`src/rtl/wdg_pkg.sv`:
```
package wdg_pkg;
  typedef enum logic [1:0] {
    MODE_NORMAL  = 2'd0,
    MODE_TIMEOUT = 2'd1,
    MODE_PREWARN = 2'd2
  } wdg_mode_t;

  typedef enum logic {
    ACC_IDLE = 1'b0,
    ACC_OPEN = 1'b1
  } acc_state_t;

  localparam logic [3:0] KEY_FIXED = 4'hA;
  localparam logic [3:0] GUARD_KEY = 4'h5;
  localparam int unsigned BIT_INIT = 0;
  localparam int unsigned BIT_STOP = 1;
  localparam int unsigned BIT_PSEL = 2;
  localparam logic [1:0] ERR_ACCESS = 2'b01;
  localparam logic [1:0] ERR_OVFL   = 2'b10;
endpackage

```
`src/rtl/wdg_prescaler.sv`:
```
module wdg_prescaler #(
  parameter int unsigned DIV_LO = 256,
  parameter int unsigned DIV_HI = 16384
) (
  input  logic clk,
  input  logic rst_n,
  input  logic clk_en,
  input  logic run,
  input  logic clr,
  input  logic sel,
  output logic tick
);
  localparam int unsigned PW = (DIV_HI > 1) ? $clog2(DIV_HI) : 1;
  localparam logic [PW-1:0] LIM_LO = PW'(DIV_LO - 1);
  localparam logic [PW-1:0] LIM_HI = PW'(DIV_HI - 1);

  logic [PW-1:0] pre_q, pre_d, lim;
  logic          step;

  always_comb begin
    lim  = sel ? LIM_HI : LIM_LO;
    step = run & clk_en;
    tick = step & (pre_q == lim);
    pre_d = pre_q;
    if (clr)       pre_d = '0;
    else if (tick) pre_d = '0;
    else if (step) pre_d = pre_q + 1'b1;
  end

  always_ff @(posedge clk or negedge rst_n) begin
    if (!rst_n) pre_q <= '0;
    else        pre_q <= pre_d;
  end
endmodule

```
`src/rtl/wdg_access.sv`:
```
module wdg_access
  import wdg_pkg::*;
(
  input  logic       clk,
  input  logic       rst_n,
  input  logic       wr_en,
  input  logic       lock,
  input  logic [3:0] key_nib,
  input  logic [3:0] usr_nib,
  input  logic [4:0] rsv_bits,
  input  logic [3:0] usr_key,
  output logic       mod_ok,
  output logic       acc_err
);
  acc_state_t st_q, st_d;

  always_comb begin
    st_d    = st_q;
    mod_ok  = 1'b0;
    acc_err = 1'b0;
    if (wr_en && !lock) begin
      unique case (st_q)
        ACC_IDLE: begin
          if (key_nib == KEY_FIXED && usr_nib == usr_key) st_d = ACC_OPEN;
          else acc_err = 1'b1;
        end
        ACC_OPEN: begin
          st_d = ACC_IDLE;
          if (key_nib == GUARD_KEY && rsv_bits == 5'd0) mod_ok = 1'b1;
          else acc_err = 1'b1;
        end
        default: st_d = ACC_IDLE;
      endcase
    end
  end

  always_ff @(posedge clk or negedge rst_n) begin
    if (!rst_n) st_q <= ACC_IDLE;
    else        st_q <= st_d;
  end
endmodule

```
`src/rtl/guarded_wdog.sv`:
```
module guarded_wdog
  import wdg_pkg::*;
#(
  parameter int unsigned CNT_W = 16,
  parameter int unsigned DIV_LO = 256,
  parameter int unsigned DIV_HI = 16384,
  parameter logic [15:0] FIX_RELOAD = 16'hFF00
) (
  input  logic             clk,
  input  logic             rst_n,
  input  logic             clk_en,
  input  logic             wr_en,
  input  logic [31:0]      wr_data,
  output logic [CNT_W-1:0] count_o,
  output logic [1:0]       mode_o,
  output logic             endinit_o,
  output logic             rst_req_o,
  output logic [1:0]       err_o
);
  localparam logic [CNT_W-1:0] CNT_MAX = '1;
  localparam logic [CNT_W-1:0] CNT_FIX = FIX_RELOAD[CNT_W-1:0];

  logic [CNT_W-1:0] cnt_q, cnt_d, rel_q, rel_d, wr_rel;
  wdg_mode_t        mode_q, mode_d;
  logic             init_q, init_d, stop_q, stop_d, psel_q, psel_d;
  logic             req_q, req_d;
  logic [3:0]       ukey_q, ukey_d;
  logic [1:0]       err_q, err_d;
  logic             lock, run, tick, mod_ok, acc_err;

  assign wr_rel = wr_data[31 -: CNT_W];
  assign lock   = req_q | (mode_q == MODE_PREWARN);
  assign run    = ~req_q & ((mode_q != MODE_NORMAL) | ~stop_q);

  wdg_access u_acc (
    .clk      (clk),
    .rst_n    (rst_n),
    .wr_en    (wr_en),
    .lock     (lock),
    .key_nib  (wr_data[15:12]),
    .usr_nib  (wr_data[11:8]),
    .rsv_bits (wr_data[7:3]),
    .usr_key  (ukey_q),
    .mod_ok   (mod_ok),
    .acc_err  (acc_err)
  );

  wdg_prescaler #(.DIV_LO(DIV_LO), .DIV_HI(DIV_HI)) u_pre (
    .clk    (clk),
    .rst_n  (rst_n),
    .clk_en (clk_en),
    .run    (run),
    .clr    (acc_err | mod_ok),
    .sel    (psel_q),
    .tick   (tick)
  );

  always_comb begin
    cnt_d  = cnt_q;
    rel_d  = rel_q;
    mode_d = mode_q;
    init_d = init_q;
    stop_d = stop_q;
    psel_d = psel_q;
    req_d  = req_q;
    ukey_d = ukey_q;
    err_d  = err_q;
    if (!req_q) begin
      if (acc_err) begin
        mode_d = MODE_PREWARN;
        cnt_d  = CNT_FIX;
      end else if (mod_ok) begin
        rel_d  = wr_rel;
        ukey_d = wr_data[11:8];
        init_d = wr_data[BIT_INIT];
        stop_d = wr_data[BIT_STOP];
        psel_d = wr_data[BIT_PSEL];
        if (wr_data[BIT_INIT]) begin
          mode_d = MODE_NORMAL;
          cnt_d  = wr_rel;
        end else begin
          mode_d = MODE_TIMEOUT;
          cnt_d  = CNT_FIX;
        end
      end else if (tick) begin
        if (cnt_q == CNT_MAX) begin
          req_d = 1'b1;
          err_d = (mode_q == MODE_PREWARN) ? ERR_ACCESS : ERR_OVFL;
        end else begin
          cnt_d = cnt_q + 1'b1;
        end
      end
    end
  end

  always_ff @(posedge clk or negedge rst_n) begin
    if (!rst_n) begin
      cnt_q  <= '0;
      rel_q  <= '0;
      mode_q <= MODE_NORMAL;
      init_q <= 1'b1;
      stop_q <= 1'b0;
      psel_q <= 1'b0;
      req_q  <= 1'b0;
      ukey_q <= 4'd0;
      err_q  <= 2'b00;
    end else begin
      cnt_q  <= cnt_d;
      rel_q  <= rel_d;
      mode_q <= mode_d;
      init_q <= init_d;
      stop_q <= stop_d;
      psel_q <= psel_d;
      req_q  <= req_d;
      ukey_q <= ukey_d;
      err_q  <= err_d;
    end
  end

  assign count_o   = cnt_q;
  assign mode_o    = mode_q;
  assign endinit_o = init_q;
  assign rst_req_o = req_q;
  assign err_o     = err_q;
endmodule

```
`config.mk`:
```
export PLATFORM = sky130hd
export DESIGN_NAME = guarded_wdog
export DESIGN_NICKNAME = d
export VERILOG_FILES = /design/src/rtl/wdg_pkg.sv /design/src/rtl/wdg_prescaler.sv /design/src/rtl/wdg_access.sv /design/src/rtl/guarded_wdog.sv
export SDC_FILE = /design/constraint.sdc
export NUM_CORES = 1
export LEC_CHECK = 0
export ABC_AREA = 1
export BUFFER_PORTS_ARGS = -buffer_cell sky130_fd_sc_hd__buf_2
export CAP_MARGIN = 20
export CORE_MARGIN = 2
export CORE_UTILIZATION = 45
export DETAILED_ROUTE_END_ITERATION = 7
export HOLD_SLACK_MARGIN = 0.06
export PLACE_DENSITY = 0.68
export SETUP_SLACK_MARGIN = 0.2
export SKIP_CTS_REPAIR_TIMING = 1
export SLEW_MARGIN = 20
export SYNTH_ARGS = -nofsm -noshare
export SYNTH_HDL_FRONTEND = slang
export SYNTH_HIERARCHICAL = 1
export SYNTH_SLANG_ARGS = --single-unit
export TNS_END_PERCENT = 50
```
`constraint.sdc`:
```
create_clock -name clk -period 2.2 [get_ports clk]
set_clock_uncertainty 0.15 [all_clocks]
set_input_delay 0 -clock clk [delete_from_list [all_inputs] [get_ports clk]]
set_output_delay 0 -clock clk [all_outputs]
set_load 0.02 [all_outputs]
```
==> results.sh <==
export IMPL_run_status="completed"
export IMPL_die_y_um=84.5
export IMPL_cp_slowest_cell="dfrtp_1"
export IMPL_ys_seq_area_share_pct=36.9
export IMPL_maxSlewViolCount=0
export IMPL_critPathArrivalTime_ns=2.16
export IMPL_max_slew_margin_pct=62.8
export IMPL_hold_class="primary input to flip-flop"
export IMPL_grt_met2_usage_pct=33.9
export IMPL_synth_most_common_cell="nand2_1"
export IMPL_tightestPinTransition_ns=0.558
export IMPL_clockBufferDepth=2
export IMPL_vdd_drop_max_v=0.000223
export IMPL_fp_coreArea_um2=6310
export IMPL_maxCapViolCount=0
export IMPL_antenna_found_initial=0
export IMPL_start_util_pct=46.2
export IMPL_synth_edf_count=0
export IMPL_avgRoutedWirePerCell_um=13.1
export IMPL_required_ns=2.24
export IMPL_finalPower_uw=1790
export IMPL_async_flop_share_pct=100
export IMPL_end_kind="flip-flop"
export IMPL_drt_initial_drc_count=132
export IMPL_antennaDiodeCount=0
export IMPL_crit_fanout=6
export IMPL_cts_tree="done"
export IMPL_synth_area_leaders="dfrtp_1 (36%), nand2_1 (14%), nor2_1 (8.0%), inv_1 (5.0%), nand3_1 (5.0%)"
export IMPL_worst_setup_path_type="flip-flop to flip-flop"
export IMPL_syn_inst=404
export IMPL_dieArea_um2=7150
export IMPL_busiest_layer="met2"
export IMPL_areaGrowthSynthToFinish_pct=39.6
export IMPL_grt_ovfl_total=0
export IMPL_synth_nets=442
export IMPL_setup_viol=0
export IMPL_grt_usage_pct=20.4
export IMPL_wirelength_um=7730
export IMPL_io_buffers=57
export IMPL_yosysWarnings=6
export IMPL_synth_commonest_cells="nand2_1 (110), nor2_1 (62), dfrtp_1 (42), inv_1 (39), nand3_1 (29)"
export IMPL_postLayoutCellArea_um2=4080
export IMPL_clkSinkCount=43
export IMPL_ios=58
export IMPL_routed_via_count=2964
export IMPL_hold_viol=0
export IMPL_drcViolationCount=0
export IMPL_power_density_nw_per_um2=439
export IMPL_yosysTopAreaCell="dfrtp_1"
export IMPL_dr_pass1_iters=5
export IMPL_grt_max_degree=44
export IMPL_grt_pass1_wl_um=11900
export IMPL_postPlaceCellArea_um2=3440
export IMPL_grt_use_met1_pct=27.5
export IMPL_start_kind="flip-flop"
export IMPL_ys_ff_latch=43
export IMPL_cp_cell_sequence="inv_2 > nor2_1 > nand4_1 > nor2_2 > nor2_4 > nor2_4 > buf_6 > clkinv_8 > clkinv_8 > nand2_8 > buf_4 > nand2_2 > xor2_1 > nor2_1"
export IMPL_use_met3_pct=2.85
export IMPL_antenna_left=0
export IMPL_hold_path_depth=5
export IMPL_crit_cells=14
export IMPL_syn_avg_cell_area_um2=7.23
export IMPL_ys_types=35
export IMPL_cp_slowest_stage_delay_ns=0.37
export IMPL_die_w_um=84.5
export IMPL_routabilityCongestion=0.898
export IMPL_fin_crit_sh_pct=96.0
export IMPL_cts_inserted_buffers=5
export IMPL_leakagePower_uw=0.00205
export IMPL_vias_per_cell=5.01
export IMPL_clkSlewWorstSetupHoldPaths_ns=0.09
export IMPL_nFillCells=566
export IMPL_nNetsFinal=552
export IMPL_root_buffer="clkbuf_8"
export IMPL_netlist_area_um2=2920
export IMPL_fin_crit_ns=2.11
export IMPL_synth_main_ff_cell="dfrtp_1"
export IMPL_drive_gt1_share_pct=35.3
export IMPL_path_delay_family="simple AND/OR/NAND/NOR gates"
export IMPL_fmax_mhz=473
export IMPL_rows=29
export IMPL_synth_top_area_share_pct=36.0
export IMPL_clock_latency_ns=0.30
export IMPL_path_buf_inv=5
export IMPL_rsz0062_at_grt="yes"
export IMPL_rr_worst_depth=14
export IMPL_grt_pass1_vias=2694
export IMPL_hpwlAfterDp_um=5410
export IMPL_htreeDepth=2
[power by group]
group          switching [uW]  total (uW)  internal (uW)
logic                     116         213           96.6
clock network             286         740            454
registers                28.2         838            810
total                     430        1790           1360
[final timing paths]
path                                         from                          to  slack [ns]
max                        u_acc/st_q$_DFFE_PN0P_  u_pre/pre_q[3]$_DFFE_PN0P_        0.09
min                                   wr_data[24]      count_o[8]$_DFFE_PN0P_        0.04
max reg2reg                u_acc/st_q$_DFFE_PN0P_  u_pre/pre_q[3]$_DFFE_PN0P_        0.09
min reg2reg                  err_o[0]$_DFFE_PN0P_        err_o[0]$_DFFE_PN0P_        0.34
max in group asynchronous                   rst_n       mode_o[0]$_DFFE_PN0P_        1.33
min in group asynchronous                   rst_n       ukey_q[3]$_DFFE_PN0P_        0.17
[placed cells by master, fill, tap and decap left out, types with 8 or more instances in the layout]
master / n
nand3_2: 9
nand3_1: 26
nor2_4: 13
nand2_2: 11
nand2_1: 101
inv_1: 35
dfrtp_1: 39
nand4_1: 10
nor2_1: 55
buf_4: 21
dlygate4sd3_1: 24
buf_2: 57
inv_2: 10
o21ai_2: 8
nor2_2: 14
o21ai_0: 11
[metal layers]
layer / wire length, um / vias up
met5: 0 / -
met4: 147 / 0
met3: 311 / 16
met2: 3770 / 73
met1: 3500 / 1370
li1: - / 1505
[worst min-delay path: stages]
cell	delay (ns)
buf_2	0.08
nor3_1	0.05
o21ai_0	0.18
nand2_1	0.08
o21ai_2	0.06
[registers in the layout, indices dropped and copies added, names as in the netlist, 2 cells and up]
signal and flops:
u_pre/pre_q 14, ukey_q 4, count_o 16, mode_o 2, err_o 2
[per-stage QoR]
stage	hold WS, ns	instances	setup WS (ns)	utilization, %	TNS (ns)
finish	0.0422	592	0.0871	64.5	0
CTS	-0.352	552	-0.0620	56.6	-0.166
detailed placement	-0.0294	544	-0.0391	54.5	-0.0979
global placement	-0.0324	544	0.00929	54.5	0
floorplan	-0.446	404	0.117	-	0
global route	0.0618	592	-0.0750	64.5	-0.540
[cell families (layout without fill, tap and decap cells)]
group | Yosys count | after routing | share of synthesized area [%]
xor gates and xnor gates | 7 | 7 | 2.10
adders and majority gates | 2 | 2 | 0.857
and+or+nand+nor | 255 | 257 | 42.4
buffers and inverters | 54 | 163 | 7.72
DFF | 43 | 43 | 36.9
muxes | 6 | 6 | 2.31
AOI/OAI and AO/OA | 37 | 37 | 7.67
[layout make-up]
type | count | area (um^2) | share of cell area (%)
Multi-Input combinational cell | 309 | 1810 | 44.4
Clock inverter | 2 | 60.1 | 1.47
Inverter | 49 | 219 | 5.37
Sequential cell | 43 | 1080 | 26.5
Timing Repair Buffer | 106 | 737 | 18.1
Tap cell | 77 | 96.3 | 2.36
Clock buffer | 6 | 72.6 | 1.78
Note: power is estimated with default switching activity, not from simulation.
